$ cat src/rtl/mmt_pkg.sv
package mmt_pkg;
   function automatic bit is_pow2(input int n);
      return (n > 0) && ((n & (n - 1)) == 0);
   endfunction

   function automatic int res_width(input int clks);
      return (clks > 1) ? $clog2(clks) : 1;
   endfunction
endpackage

$ cat src/rtl/mmt_tick_ctr.sv
module mmt_tick_ctr #(
   parameter int CLKS = 8,
   parameter int US_W = 16
) (
   input  logic                                   clk,
   input  logic                                   rst_n,
   input  logic                                   en,
   input  logic                                   ld,
   input  logic [US_W-1:0]                        ld_us,
   input  logic                                   stop,
   output logic [US_W-1:0]                        us,
   output logic [mmt_pkg::res_width(CLKS)-1:0]    res,
   output logic                                   live
);
   localparam int RES_W = mmt_pkg::res_width(CLKS);
   localparam logic [RES_W-1:0] RES_TOP = RES_W'(CLKS - 1);

   logic [US_W-1:0]  us_q, base_us, us_d;
   logic [RES_W-1:0] res_q, base_res, res_inc, res_d;
   logic             live_q, go, carry;

   always_comb begin
      base_us  = ld ? ld_us : us_q;
      base_res = ld ? '0 : res_q;
      go       = en & (ld | live_q);
   end

   generate
      if (mmt_pkg::is_pow2(CLKS)) begin : g_pow2
         always_comb begin
            carry   = &base_res;
            res_inc = base_res + RES_W'(1);
         end
      end else begin : g_cmp
         always_comb begin
            carry   = (base_res == RES_TOP);
            res_inc = carry ? '0 : base_res + RES_W'(1);
         end
      end
   endgenerate

   always_comb begin
      res_d = go ? res_inc : base_res;
      us_d  = (go && carry) ? base_us + US_W'(1) : base_us;
   end

   always_ff @(posedge clk or negedge rst_n) begin
      if (!rst_n) begin
         us_q   <= '0;
         res_q  <= '0;
         live_q <= 1'b0;
      end else begin
         us_q   <= us_d;
         res_q  <= res_d;
         live_q <= ld ? 1'b1 : (stop ? 1'b0 : live_q);
      end
   end

   assign us   = us_q;
   assign res  = res_q;
   assign live = live_q;

   AST_RES_RANGE: assert property (@(posedge clk) disable iff (!rst_n)
      res_q <= RES_TOP);
   AST_HOLD_NO_PHASE: assert property (@(posedge clk) disable iff (!rst_n)
      (!en && !ld) |=> ($stable(us_q) && $stable(res_q)));
   AST_US_STEP: assert property (@(posedge clk) disable iff (!rst_n)
      (en && live_q && !ld && res_q == RES_TOP) |=>
      (us_q == $past(us_q) + US_W'(1) && res_q == '0));
endmodule

$ cat src/rtl/mmt_hand_gate.sv
module mmt_hand_gate (
   input  logic clk,
   input  logic rst_n,
   input  logic req,
   input  logic ok,
   input  logic clr,
   input  logic src_edge,
   output logic fire,
   output logic waited
);
   logic pend_q;

   assign fire   = ok & ~clr & src_edge & (req | pend_q);
   assign waited = pend_q;

   always_ff @(posedge clk or negedge rst_n) begin
      if (!rst_n)               pend_q <= 1'b0;
      else if (clr || !ok)      pend_q <= 1'b0;
      else if (fire)            pend_q <= 1'b0;
      else if (req)             pend_q <= 1'b1;
   end

   AST_PEND_RELEASE: assert property (@(posedge clk) disable iff (!rst_n)
      (pend_q && ok && !clr && src_edge) |=> !pend_q);
endmodule

$ cat src/rtl/mmc_proto_timer.sv
module mmc_proto_timer #(
   parameter int CLKS_PER_US = 8,
   parameter int PT_W        = 16,
   parameter int CT_W        = 32
) (
   input  logic            clk,
   input  logic            rst_n,
   input  logic            phase_en,
   input  logic            phy_active,
   input  logic            mmc_found,
   input  logic            ts_valid,
   input  logic [CT_W-1:0] ts_value,
   output logic [PT_W-1:0] proto_us,
   output logic            proto_valid,
   output logic [CT_W-1:0] chan_us,
   output logic            chan_valid
);
   localparam int RES_W = mmt_pkg::res_width(CLKS_PER_US);

   generate
      if (CLKS_PER_US < 2) begin : g_bad_clks
         $error("CLKS_PER_US must be at least 2");
      end
      if (PT_W < 4 || CT_W < 4) begin : g_bad_width
         $error("PT_W and CT_W must be at least 4");
      end
   endgenerate

   logic             phy_q, phy_rise;
   logic [PT_W-1:0]  a_us, b_us;
   logic [RES_W-1:0] a_res, b_res, c_res;
   logic             a_live, b_live, c_live;
   logic             fire_ab, fire_bc, ab_wait, bc_wait;
   logic [CT_W-1:0]  ts_hold, c_ld;

   always_ff @(posedge clk or negedge rst_n) begin
      if (!rst_n) begin
         phy_q   <= 1'b0;
         ts_hold <= '0;
      end else begin
         phy_q <= phy_active;
         if (ts_valid) ts_hold <= ts_value;
      end
   end

   assign phy_rise = phy_active & ~phy_q;

   mmt_tick_ctr #(.CLKS(CLKS_PER_US), .US_W(PT_W)) u_cap (
      .clk(clk), .rst_n(rst_n), .en(phase_en), .ld(phy_rise), .ld_us('0),
      .stop(fire_ab), .us(a_us), .res(a_res), .live(a_live));

   mmt_hand_gate u_gate_ab (
      .clk(clk), .rst_n(rst_n), .req(mmc_found), .ok(a_live), .clr(phy_rise),
      .src_edge(a_res == '0), .fire(fire_ab), .waited(ab_wait));

   mmt_tick_ctr #(.CLKS(CLKS_PER_US), .US_W(PT_W)) u_proto (
      .clk(clk), .rst_n(rst_n), .en(phase_en), .ld(fire_ab), .ld_us(a_us),
      .stop(1'b0), .us(b_us), .res(b_res), .live(b_live));

   mmt_hand_gate u_gate_bc (
      .clk(clk), .rst_n(rst_n), .req(ts_valid), .ok(1'b1), .clr(1'b0),
      .src_edge(b_res == '0), .fire(fire_bc), .waited(bc_wait));

   // a fresh request is aligned now; a deferred one crossed one boundary
   assign c_ld = ts_valid ? ts_value : ts_hold + CT_W'(1);

   mmt_tick_ctr #(.CLKS(CLKS_PER_US), .US_W(CT_W)) u_chan (
      .clk(clk), .rst_n(rst_n), .en(phase_en), .ld(fire_bc), .ld_us(c_ld),
      .stop(1'b0), .us(chan_us), .res(c_res), .live(c_live));

   assign proto_us    = b_us;
   assign proto_valid = b_live;
   assign chan_valid  = c_live;

   AST_IDLE_MMC_IGNORED: assert property (@(posedge clk) disable iff (!rst_n)
      !a_live |-> !fire_ab);
   AST_CAP_ALIGNED: assert property (@(posedge clk) disable iff (!rst_n)
      fire_ab |-> (a_res == '0));
   AST_WAIT_NEEDS_CAPTURE: assert property (@(posedge clk) disable iff (!rst_n)
      ab_wait |-> a_live);
   AST_CHAN_ALIGNED: assert property (@(posedge clk) disable iff (!rst_n)
      fire_bc |-> (b_res == '0));
   AST_CHAN_DEFER_INC: assert property (@(posedge clk) disable iff (!rst_n)
      (fire_bc && bc_wait && !ts_valid) |-> (c_ld == ts_hold + CT_W'(1)));
   AST_CHAN_LOAD_RES: assert property (@(posedge clk) disable iff (!rst_n)
      fire_bc |=> (c_res == ($past(phase_en) ? RES_W'(1) : RES_W'(0))));
endmodule

$ cat config.mk
export PLATFORM = sky130hd
export DESIGN_NAME = mmc_proto_timer
export DESIGN_NICKNAME = d
export VERILOG_FILES = /design/src/rtl/mmt_pkg.sv /design/src/rtl/mmt_tick_ctr.sv /design/src/rtl/mmt_hand_gate.sv /design/src/rtl/mmc_proto_timer.sv
export SDC_FILE = /design/constraint.sdc
export NUM_CORES = 1
export LEC_CHECK = 0
export BUFFER_PORTS_ARGS = -buffer_cell sky130_fd_sc_hd__buf_4
export CAP_MARGIN = 20
export CORE_ASPECT_RATIO = 0.5
export CORE_UTILIZATION = 30
export DETAILED_ROUTE_END_ITERATION = 10
export GPL_ROUTABILITY_DRIVEN = 0
export HOLD_SLACK_MARGIN = 0.03
export SLEW_MARGIN = 30
export SYNTH_ARGS = -nofsm -noshare
export SYNTH_HDL_FRONTEND = slang
export SYNTH_SLANG_ARGS = --single-unit
$ cat constraint.sdc
create_clock -name clk -period 5.43 [get_ports clk]
set_input_delay 1.086 -clock clk [delete_from_list [all_inputs] [get_ports clk]]
set_output_delay 1.086 -clock clk [all_outputs]
set_load 0.01 [all_outputs]
Word level (Yosys, flattened, before mapping)
Cells that the tools add are included.
{"block": "word_totals", "reg_bits": 111, "input_bits": 38, "out_inout_bits": 50}
{"block": "classes", "addsub": 7, "n_mux": 22, "bitwise": 15, "reduce_logical": 13}
{"cell": "two-way mux 32 bit", "count": 3}
{"cell": "adder 32 x 1 -> 32 bit (second input constant)", "count": 2}
{"cell": "two-way mux 16 bit", "count": 4}
{"cell": "adder 16 x 1 -> 16 bit (second input constant)", "count": 2}
{"cell": "two-way mux 3 bit", "count": 6}
{"cell": "adder 3 x 1 -> 3 bit (second input constant)", "count": 3}
{"cell": "two-way mux 1 bit", "count": 9}
{"cell": "AND reduction 3 bit", "count": 3}
{"cell": "AND 1 bit", "count": 8}
{"cell": "logical NOT 3 bit", "count": 2}
{"cell": "OR 1 bit", "count": 5}
{"cell": "nonzero test 2 bit", "count": 2}
{"cell": "logical AND 1 bit", "count": 3}
{"cell": "nonzero test 3 bit", "count": 1}
{"cell": "inverter 1 bit", "count": 2}
{"cell": "logical NOT 1 bit", "count": 1}
{"cell": "logical OR 1 bit", "count": 1}

Logic depth before layout (Yosys ltp)
Gate-level depths: netlist (run 1).
{"block": "depth", "word_depth": 10, "ltp_mapped": 18, "mapped_depth_nobuf": 13}

Hierarchy
Synthesis (run 1) repeated with hierarchy kept, for this count alone.
{"block": "hier_totals", "cells_unflattened": 762, "hier_area_um2": 7369.6}
{"mod": "mmt_tick_ctr at u_chan", "n_inst": 1, "cells_each": 243, "area_per_inst_um2": 2546.2}
{"mod": "mmt_tick_ctr at u_cap ...", "n_inst": 2, "cells_each": 121, "area_per_inst_um2": 1266.2}
{"mod": "mmc_proto_timer", "n_inst": 1, "cells_each": 269, "area_per_inst_um2": 2190.9}
{"mod": "mmt_hand_gate", "n_inst": 2, "cells_each": 4, "area_per_inst_um2": 50.0}

Worst setup path before layout (run 1)
Ideal clock, no wire load.
{"block": "synth_path", "path_kind": "input -> register", "from": "in ts_valid", "to": "reg u_chan.us_q[21], in the netlist u_chan.us[21]", "setup_ns": 0.079, "t_arrival_ns": 4.816, "t_required_ns": 5.351, "path_slack_ns": 0.535, "stages": 17, "path_buffers": 5, "cell_sequence": "buf_2 or2_1 nand2_1 buf_1 buf_2 clkbuf_1 clkbuf_1 and2_1 ha_1 ha_1 nand2_1 or4_1 o41ai_2 nand4b_2 or2_1 and4bb_1 xor2_1"}
{"block": "synth_between", "elab_chain_len": 6}
{"item": "start, declared", "line": "mmc_proto_timer.sv:11", "source": "input logic ts_valid,"}
{"item": "parallel branches: the longest is 5 deep, another holds adder 32 x 1 -> 32 bit"}
{"item": "two-way mux 32 bit *", "line": "mmt_tick_ctr.sv:44", "source": "us_d = (go && carry) ? base_us + US_W'(1) : base_us;"}
{"item": "net u_chan.us_d[21]", "line": "mmt_tick_ctr.sv:18", "source": "logic [US_W-1:0] us_q, base_us, us_d;"}
{"item": "end signal, assigned", "line": "mmt_tick_ctr.sv:53", "source": "us_q <= us_d;"}
{"item": "end, declared", "line": "mmt_tick_ctr.sv:18"}
Mark *: on every way through the listed nets, which the timed path passes.
A chain may end at the register's enable or synchronous reset.

Worst setup path after layout (run 1)
{"block": "layout_path", "from": "in ts_valid", "to": "reg u_chan.us_q[26], in the netlist u_chan.us[26]"}
Same word-level chain as after synthesis.

==> metrics.md, run 1 <==
| Metric | Value |
|---|---|
| Critical Path Source Type | input pin |
| CP Cell Sequence | buf_4 > buf_4 > mux2i_1 > o21ai_0 > ha_1 > nand3_1 > a211o_1 > o31ai_2 > o211a_1 > nand3_1 > nor4_2 > nand4_1 > xnor2_1 |
| Critical Path Max Stage Delay | around 0.48 ns |
| RR Startpoint | u_proto.res[0] |
| Most frequent cells in the layout | dfrtp_1, buf_4, nand2_1 |
| RSZ-0062 raised after global routing | false |
| Total Die Area | 0.0221 mm^2 |
| Critical path type | input pin to flip-flop |
| Synth Warn # | 0 |
| Slowest cell on crit path | nor4_2 |
| Register bit total from synthesis | 111 |
| Initial DRC count | between 300 and 400 |
| Syn Area/Cell | 10.0 um^2 |
| Core area | 0.0208 mm^2 |
| Worst setup path startpoint | ts_valid |
| Final Non-Filler Cells | 998 |
| Total grt overflow | 0 |
| CTS tree | done |
| Power density over the cells | 405 mW/mm^2 |
| Peak supply drop | 0.169 mV |
| H-Tree Depth | 3 |
| Setup bufs post-CTS | 0 |
| Clock Latency Late Sink | 0.36 ns |
| Crit. End Element | flip-flop |
| Synth Area in Adders | approximately 1.9% |
| Critical Path End | u_chan.us[26] |
| Top_reg_cell synth | dfrtp_1 |
| Routed WL per cell | 16.6 um |
| Via count | 5,162 |
| WP buf/inv | 2 |
| Top fanout value on the critical path | 36 |
| Area Growth Syn to Fin | 19.3% |
| Number of CTS-inserted buffers | 9 |
| Multi-input combinational cell area | 0.00352 mm^2 |
| Hold/Removal Path Class | flip-flop to flip-flop |
| Slew @ Worst Pin | 0.704 ns |
| Root buf cell | clkbuf_16 |
| WP data arrival | 4.33 ns |
| Flop-to-flop setup slack | 1.68 ns |
| Global-route wire length before repair | 27,500 um |
| Initial antenna violation count | 0 |
| Final worst path period need | between 4 and 5 ns |
| Number of iterations in the first detailed-routing pass | 4 |
| CTS resizes | 0 |
| Final setup vio count | 0 |
| Register area | 0.00278 mm^2 |
| Worst-path clk slew | 0.07 ns |
| Largest family of logic cells by synthesized area | simple AND/OR/NAND/NOR gates |
| GRT Util Overall | 15.7% |
| IO buf count | 87 |
| Maximum number of pins on one net before global-route repair | 69 |
| Cts hold-fix bufs | 0 |
| Final HPWL DP | 12,100 um |
| CTS sink cnt | 111 |
| Commonest non-fill, non-tap cell in the layout | dfrtp_1 |
| Leak | 0.00339 uW |
| Required time of the critical path | 5.67 ns |
| Ant. Diodes | 0 |
| Slew Viols, Final | 0 |
| Number of global-route vias before repair | approximately 5,300 |
| Placed cells | 982 |
| CP delay by family, top | simple AND/OR/NAND/NOR gates |
| Post-Syn Area | 0.00645 mm^2 |
| F_max | between 200 and 250 MHz |
| Mux cell area share after synthesis | 9.06% |
| Max_slew headroom | 52.7% |
| Number of flops mapped to enable cells by yosys | 0 |
| Reg2Reg Depth | 13 |
| Clock tree buffer depth | 2 |
| Fraction of registers with async set/reset | 100% |
| Initial Util | between 30 and 40% |
| Final Routed Wirelength | 16,500 um |
| Share of layout cells above drive strength 1 | roughly 22% |
| Hold path cells | 1 |
| Synthesized instance count | 644 |
| Die Span X | 209 um |
| Seq/Total Area, Yosys | 43.1% |
| Post-Synth Simple-Gate Area | a little over a fifth |
| Post-route ant nets | 0 |
| Fillers | 2,073 |
| IO Count | 88 |
| Setup Total Neg Slack | 0 ns |
| Cell taking the most area after synthesis | dfrtp_1 |
| Chip height | 106 um |
| Final hold vios | 0 |
| Top cell type's share of synthesized area | a little over two fifths |
| Number of gates on the worst path with buffers counted | 13 |
| Synth top area cells | dfrtp_1, mux2_2, xor2_1 |
| Synth Area in Compound Gates | 12.8% |
| # DRC | 0 |
| Via-per-instance ratio | slightly above 5 |
| Worst clock skew | 0.0135 ns |
| Layout Nets | 768 |
| # Max-Cap Violations | 0 |
| Row count | 37 |
| Period utilization | ~75% |
| Netlist cell types | 71 |
| Status | finished, final reports clean |
| Area share of xor/xnor cells in the synthesized design | 9.10% |
| Syn nets | 692 |
| Reg-to-Reg End | u_chan.us[26] |
[worst min-delay path by stage]
| stage | from | end |
|---|---|---|
| 6_report | ts_hold[27] | ts_hold[27] |
| 5_1_grt | ts_hold[26] | ts_hold[26] |
| 4_1_cts | u_cap.res[1] | u_cap.res[1] |
| 3_5_place_dp | u_cap.res[1] | u_cap.res[1] |
| 3_3_place_gp | ts_hold[22] | ts_hold[22] |
| 2_1_floorplan | u_cap.res[2] | u_cap.res[2] |
[cells by family (layout without fill, tap and decap cells)]
| group | Yosys count | after routing |
|---|---|---|
| AND/OR/NAND/NOR | 253 | 253 |
| AO/OA/AOI/OAI | 114 | 114 |
| flip-flops | 111 | 111 |
| XOR/XNOR | 67 | 67 |
| multiplexers | 54 | 54 |
| buffers and inverters | 35 | 116 |
| adder cells (fa/ha/maj) | 10 | 10 |
[Yosys cell counts, drive strengths merged (6+ instances only)]
cell and instances:
nor2b 6, ha 10, a22o 6, o21ai 26
and2 16, inv 7, nand3 27, clkbuf 13
nand4 17, nor3 16, a41o 8, dfrtp 111
nor4 11, xor2 35, buf 15, a31oi 12
xnor2 32, nand2 76, and4 6, nor2 36
and3 17, mux2 35, o31ai 6, a21oi 17
mux2i 19
[sequential cells by signal (all words and copies together) (netlist names)]
name              cells
ts_hold              32
u_gate_bc.waited      1
u_chan.live           1
phy_q                 1
u_gate_ab.waited      1
u_cap.us             16
u_proto.res           3
u_chan.us            32
u_proto.us           16
u_chan.res            3
u_cap.res             3
u_cap.live            1
u_proto.live          1
[area by class of cell]
| type | count | area share, % |
|---|---|---|
| timing repair buffer | 93 | 9.12 |
| sequential | 111 | 36.1 |
| inverter | 7 | 0.341 |
| multi-input combinational | 498 | 45.8 |
| clock buffer | 12 | 3.20 |
| clock inverter | 4 | 1.01 |
| tap | 273 | 4.44 |
[power breakdown]
group          switching [uW]  internal [uW]  total, uW
Clock                     316            421        737
Sequential                167           1020       1190
Combinational             641            550       1190
[stage by stage]
step                worst slack (ns)  hold WS, ns  utilization [%]  area, um^2  power (uW)
CTS                             1.33        0.528             37.0        7690        3150
detailed placement             0.956        0.503             35.4        7370        2400
global placement                1.10        0.504             35.4        7370        2390
finish                          1.34        0.527             37.0        7690        3120
floorplan                      0.535        0.480                -        6450        1950
global route                    1.01        0.556             37.0        7690        3340
[layer usage]
layer  GRT usage, %  vias to the layer above  wire [um]
met3           3.04                       22        473
met1           20.8                     2536       7900
met5              0                        -          0
met4           5.51                        0        341
li1               -                     2507          -
met2           25.6                       97       7830
Power figures use the tool's default switching activity.
==> run 2: changes to the inputs <==
--- a/config.mk
+++ b/config.mk
@@ -5,6 +5,7 @@
 export SDC_FILE = /design/constraint.sdc
 export NUM_CORES = 1
 export LEC_CHECK = 0
+export ABC_AREA = 1
 export BUFFER_PORTS_ARGS = -buffer_cell sky130_fd_sc_hd__buf_4
 export CAP_MARGIN = 20
 export CORE_ASPECT_RATIO = 0.5
==> constraint.sdc (replaced) <==
create_clock -name clk -period 3.85 [get_ports clk]
set_input_delay 0.77 -clock clk [delete_from_list [all_inputs] [get_ports clk]]
set_output_delay 0.77 -clock clk [all_outputs]
set_load 0.01 [all_outputs]
==> run 2 against run 1 <==
Clock-buffer cell count down 1. Cell area up 9.7%. Sequential power up 37%. Core utilization down 0.52 points. Cell count up 41%. Worst setup slack worse by 0.51 ns. Power up 63%. Critical endpoint is now u_proto.us[14]. Largest cell class unchanged. Largest power group is now combinational logic. Highest routed layer unchanged.
==> metrics.md, run 2 <==
| Metric | Value |
|---|---|
| # Max-Cap Violations | 0 |
| CTS tree | done |
| Die Span X | 221 um |
| Synth Warn # | 0 |
| Via count | 6,389 |
| Power density over the cells | between 600 and 700 mW/mm^2 |
| Worst-path clk slew | 0.07 ns |
| Setup bufs post-CTS | 0 |
| Seq/Total Area, Yosys | between 30% and 40% |
| Cell taking the most area after synthesis | dfrtp_1 |
| Total Die Area | 0.0245 mm^2 |
| Worst clock skew | approximately 0.014 ns |
| Slowest cell on crit path | nor2_4 |
| Row count | 39 |
| Psw | 2120 uW |
| Initial DRC count | around 390 |
| Crit. End Element | flip-flop |
| GRT Util Overall | 16.1% |
| CP delay by family, top | simple AND/OR/NAND/NOR gates |
| Final worst path period need | 3.02 ns |
| Final hold vios | 0 |
| Leak | slightly above 0.004 uW |
| Status | finished, final reports clean |
| Root buf cell | clkbuf_16 |
| Place WS | ~0.43 ns |
| Core area | approximately 0.023 mm^2 |
| Period utilization | about 78% |
| Top cell type's share of synthesized area | just under 40% |
| WP data arrival | around 3.3 ns |
| Slew @ Worst Pin | approximately 0.7 ns |
| Total grt overflow | 0 |
| Chip height | between 100 and 150 um |
| Commonest non-fill, non-tap cell in the layout | nand2_1 |
| Number of CTS-inserted buffers | 9 |
| CTS resizes | 0 |
| Clock tree buffer depth | 2 |
| Area Growth Syn to Fin | 17.8% |
| Combinational Power Share | 46.7% |
| Number of flops mapped to enable cells by yosys | 0 |
| Register bit total from synthesis | 111 |
| CTS sink cnt | 111 |
| Netlist cell types | 39 |
| Global-route wire length before repair | 31,300 um |
| Ant. Diodes | 0 |
| Via-per-instance ratio | 4.54 |
| Leading cell type by number of instances after synthesis | nand2_1 |
| Max_slew headroom | 52.4% |
| Final Routed Wirelength | ~19,000 um |
| IO Count | 88 |
| Top fanout value on the critical path | 26 |
| Top_reg_cell synth | dfrtp_1 |
| H-Tree Depth | 3 |
| Synthesized instance count | 1,014 |
| Critical path type | input pin to flip-flop |
| Clock share of power | 21.1% |
| Final instance area | ~0.0084 mm^2 |
| Layout Utilization | between 30% and 40% |
| Critical Path Source Type | input pin |
| Final worst slack | 0.830 ns |
| Cts hold-fix bufs | 0 |
| Final HPWL DP | 14,900 um |
| Number of iterations in the first detailed-routing pass | 5 |
| Slew Viols, Final | 0 |
| Top post-synthesis cells by count | nand2_1, inv_1, nor2_1 |
| Multi-input combinational cell area | 0.00365 mm^2 |
| Fraction of registers with async set/reset | 100% |
| F_max | 331 MHz |
| Placed Area | 0.00810 mm^2 |
| Sw Share | 41.9% |
| Layout Nets | 1,143 |
| Maximum number of pins on one net before global-route repair | 60 |
| Final setup vio count | 0 |
| Critical Path Max Stage Delay | 0.41 ns |
| Post-route ant nets | 0 |
| Share of layout cells above drive strength 1 | 17.4% |
| Number of global-route vias before repair | ~6,400 |
| Synth top area cells | dfrtp_1, nand2_1, inv_1 |
| Setup Total Neg Slack | 0 ns |
| Hold/Removal Path Class | input pin to asynchronous set/reset pin |
| Required time of the critical path | ~4.1 ns |
| IO buf count | 87 |
| Routed WL per cell | 13.4 um |
| Clock Latency Late Sink | roughly 0.36 ns |
| Most Frequent Cell on Critical Path | nor2_1 |
| WP buf/inv | 3 |
| Most frequent cells in the layout | nand2_1, inv_1, nor2_1 |
| # DRC | 0 |
| Internal power | 2940 uW |
| Initial Util | between 30 and 40% |
| Register share of total power | 32.2% |
| RSZ-0062 raised after global routing | false |
| Peak supply drop | ~0.25 mV |
| Post-Syn Area | 0.00717 mm^2 |
| Initial antenna violation count | 0 |
| Fillers | 2,486 |
| Syn nets | 1,062 |
| Register area | ~0.0028 mm^2 |
| Syn Area/Cell | 7.07 um^2 |
| CP Cell Sequence | buf_4 > inv_1 > nor2_2 > nor2_1 > nand2_1 > nor2_4 > inv_2 > o21ai_1 > ha_1 > nand2_1 > nor2_1 > nand4_1 > nor2_1 > nand3_1 > and2_1 |
-- run 2: cell count changes after synthesis, sizes merged, moves of 23 or more --
cell,previous run,this run
inv,7,152
mux2,35,1
nand2,76,302
nand3,27,103
nor2,36,147
o21ai,26,49
-- run 2: metrics by stage --
stage / std cells / total power (uW) / hold slack, ns
global route: 1407 / 5470 / 0.494
global placement: 1391 / 3990 / 0.489
floorplan: 1014 / 3270 / 0.463
CTS: 1407 / 5120 / 0.474
detailed placement: 1391 / 4030 / 0.495
finish: 1407 / 5070 / 0.445
-- run 2: worst reg2reg max path, stage by stage (launching register included) --
cell and delay [ns]:
dfrtp_1 0.36, nor2_2 0.11, nor2_1 0.14, nand2_1 0.10, nor2_4 0.41, inv_2 0.24
o21ai_1 0.37, ha_1 0.24, nand2_1 0.05, nor2_1 0.12, nand4_1 0.14, nor2_1 0.18
nand3_1 0.10, and2_1 0.17
-- run 2: kinds of logic (layout without fill, tap and decap cells) --
| group | Yosys count | after routing | share of synthesized area, % |
|---|---|---|---|
| and+or+nand+nor | 613 | 613 | 38.9 |
| buffers and inverters | 174 | 260 | 10.3 |
| DFF | 111 | 111 | 38.8 |
| AOI/OAI and AO/OA | 60 | 60 | 4.71 |
| xor gates and xnor gates | 45 | 45 | 5.50 |
| adders and majority gates | 10 | 10 | 1.75 |
| muxes | 1 | 1 | 0.157 |
-- run 2: path summary, 6_finish.rpt --
path | startpoint | to | slack [ns] | depth (start not counted)
worst max-delay path | phy_active | u_proto.us[14] | 0.83 | 15
max in group asynchronous | rst_n | ts_hold[8] | 2.60 | 2
worst max register to register | phy_q | u_proto.us[14] | 1.03 | 13
worst min-delay path | rst_n | u_cap.res[0] | 0.45 | 1
worst min register to register | u_chan.live | u_chan.live | 0.51 | 2
min in group clk | u_chan.live | u_chan.live | 0.51 | 2
-- run 2: per-layer routing --
| metal | vias up | routed length, um | global-route usage (%) |
|---|---|---|---|
| met5 | - | 0 | 0 |
| met4 | 0 | 232 | 3.84 |
| met3 | 19 | 656 | 3.10 |
| met2 | 101 | 9220 | 27.4 |
| met1 | 2959 | 8780 | 21.0 |
| li1 | 3310 | - | - |
-- run 2: area by class of cell --
class	count	area share (%)
multi-input cells	729	43.3
flip-flops and latches	111	32.9
repair buffers	92	8.48
inverters	152	6.76
well taps	307	4.55
clock buffers	11	2.99
clock inverters	5	1.04
-- run 2: power by group through the flow --
stage	logic, uW	clock network [uW]	registers [uW]
after detailed placement	2370	0	1660
after floorplan	1580	0	1690
after CTS	2380	1100	1640
final	2370	1070	1630
after global placement	2330	0	1660
after global routing	2660	1140	1660
==> run 3: changes to the inputs <==
--- a/config.mk
+++ b/config.mk
@@ -5,7 +5,7 @@
 export SDC_FILE = /design/constraint.sdc
 export NUM_CORES = 1
 export LEC_CHECK = 0
-export ABC_AREA = 1
+export ABC_AREA = 0
 export BUFFER_PORTS_ARGS = -buffer_cell sky130_fd_sc_hd__buf_4
 export CAP_MARGIN = 20
 export CORE_ASPECT_RATIO = 0.5
==> constraint.sdc (replaced) <==
create_clock -name clk -period 2.9 [get_ports clk]
set_input_delay 0.58 -clock clk [delete_from_list [all_inputs] [get_ports clk]]
set_output_delay 0.58 -clock clk [all_outputs]
set_load 0.01 [all_outputs]
==> run 3 against run 2 <==
The run now ends with setup timing left. Cell count shrank 21%. Sequential cell count unchanged. Worst setup slack worse by 0.84 ns. Global-route usage up 0.87 points. Core utilization increased by 6.2 points. First-iteration DRC count fell by 21%. Wire length down 2.2%. Combinational power increased by 34%. Clock skew is 0.0013 ns lower. Critical path depth increased by 4. Clock-buffer cell count down 1. Worst hold slack got worse by 0.41 ns. Critical path type is now flip-flop to flip-flop.
==> metrics.md, run 3 (synthesized netlist as in run 1, its figures left out) <==
| Metric | Value |
|---|---|
| Via count | 5,690 |
| Total Die Area | about 0.022 mm^2 |
| Post-route ant nets | 0 |
| Placed Area | 0.00820 mm^2 |
| Slew Viols, Final | 0 |
| Initial antenna violation count | 0 |
| Top fanout value on the critical path | 5 |
| Most frequent cells in the layout | buf_4, dfrtp_1, nand2_1 |
| Final Non-Filler Cells | between 1,000 and 1,500 |
| Total chip power | 6690 uW |
| Met2 usage | 29.4% |
| Core area | 0.0208 mm^2 |
| Period utilization | 100% |
| Final setup vio count | 1 |
| # DRC | 0 |
| Max_slew headroom | 65.7% |
| Hold/Removal Path Class | input pin to asynchronous set/reset pin |
| Global-route wire length before repair | 30,200 um |
| Number of global-route vias before repair | 5,863 |
| Initial DRC count | 309 |
| Via-per-instance ratio | 5.09 |
| Worst-path clk slew | 0.08 ns |
| Row count | 37 |
| Die Span X | 209 um |
| Final worst path period need | 2.91 ns |
| Slew @ Worst Pin | 0.509 ns |
| Required time of the critical path | 3.13 ns |
| IO buf count | 87 |
| Layout Nets | 888 |
| H-Tree Depth | 3 |
| Final hold vios | 0 |
| CTS sink cnt | 111 |
| Clock Latency Late Sink | 0.36 ns |
| Power density over the cells | about 750 mW/mm^2 |
| Critical Path Source Type | flip-flop |
| Status | finished with violations |
| GRT busiest layer | met2 |
| Total grt overflow | 0 |
| Number of iterations in the first detailed-routing pass | 5 |
| Leak | around 0.004 uW |
| Place WS | -0.268 ns |
| Root buf cell | clkbuf_16 |
| Maximum number of pins on one net before global-route repair | 70 |
| Met3 Use GR | around 2.7% |
| Ant. Diodes | 0 |
| Final HPWL DP | 13,600 um |
| Peak supply drop | 0.358 mV |
| CTS tree | done |
| Share of layout cells above drive strength 1 | between 30% and 40% |
| Failing checks | setup timing |
| Routed WL per cell | 16.5 um |
| Setup Total Neg Slack | -0.00653 ns |
| Critical path type | flip-flop to flip-flop |
| Clock tree buffer depth | 2 |
| RSZ-0062 raised after global routing | true |
| Final Routed Wirelength | 18,500 um |
| Placed cells | 1,074 |
| M1 GR Usage | 21.9% |
| Final worst slack | -0.00653 ns |
| Initial Util | 31.0% |
| Commonest non-fill, non-tap cell in the layout | buf_4 |
| Crit. End Element | flip-flop |
| Worst clock skew | 0.0127 ns |
| Number of CTS-inserted buffers | 9 |
| # Max-Cap Violations | 0 |
| Final instance area | 0.00887 mm^2 |
| IO Count | 88 |
| Area Growth Syn to Fin | 37.6% |
| F_max | 344 MHz |
| Chip height | 106 um |
| WP data arrival | 3.13 ns |
| GRT Util Overall | between 15 and 20% |
[run 3: cell types whose count changed in the layout (fill, tap and decap cells not counted), moves of 19 or more]
| cell | change |
|---|---|
| nand2_1 | -222 |
| inv_1 | -136 |
| buf_4 | +112 |
| nor2_1 | -90 |
| nand3_1 | -74 |
| mux2_2 | +30 |
| or2_2 | -21 |
| mux2i_1 | +19 |
[run 3: cell type report]
| class | instances | area (um^2) |
|---|---|---|
| clock buffer | 10 | 239 |
| clock inverter | 6 | 66.3 |
| fill | 1968 | 11900 |
| inverter | 7 | 26.3 |
| multi-input combinational | 498 | 3770 |
| sequential | 111 | 2780 |
| tap | 273 | 342 |
| timing repair buffer | 213 | 1650 |
[run 3: critical path, stage by stage, from the launching register on]
cell	delay, ns
dfrtp_1	0.40
nor3_4	0.24
nand2_2	0.13
buf_6	0.16
nand2_4	0.07
nand2_4	0.06
buf_6	0.11
buf_4	0.12
buf_4	0.12
buf_4	0.12
buf_4	0.12
buf_4	0.12
buf_4	0.12
buf_4	0.13
buf_4	0.13
buf_4	0.12
buf_4	0.12
buf_4	0.12
buf_6	0.11
xor2_2	0.17
[run 3: report_power, final]
group	switching, uW	internal (uW)
combinational	1520	1650
clock	614	702
sequential	293	1910
[run 3: worst paths after layout]
path	start	endpoint	slack (ns)	cells after the start
hold reg to reg	ts_hold[27]	ts_hold[27]	0.52	1
min in group clk	phy_active	phy_q	0.34	1
setup / recovery	u_proto.res[0]	u_chan.us[0]	-0.007	19
hold / removal	rst_n	u_proto.us[1]	0.03	1
max in group asynchronous	rst_n	u_proto.us[6]	2.17	2
setup reg to reg	u_proto.res[0]	u_chan.us[0]	-0.007	19
[run 3: per-stage QoR]
stage | util, % | hold WS, ns
floorplan | - | 0.284
global placement | 39.4 | 0.416
detailed placement | 39.4 | 0.416
CTS | 41.8 | 0.0307
global route | 42.7 | 0.0332
finish | 42.7 | 0.0329
[run 3: metal layers]
layer  share of wire (%)  up-vias  wire (um)
met3                 2.8       33        515
met2                  49       87       9100
met4                 1.8        0        334
li1                    -     2741          -
met1                  46     2829       8520
met5                   0        -          0
[run 3: timing repair]
action	in CTS	in global routing
gates resized for setup	14	20
hold buffers	0	0
endpoints found under the setup margin	9	22
pin swaps	12	22
buffers inserted	17	12
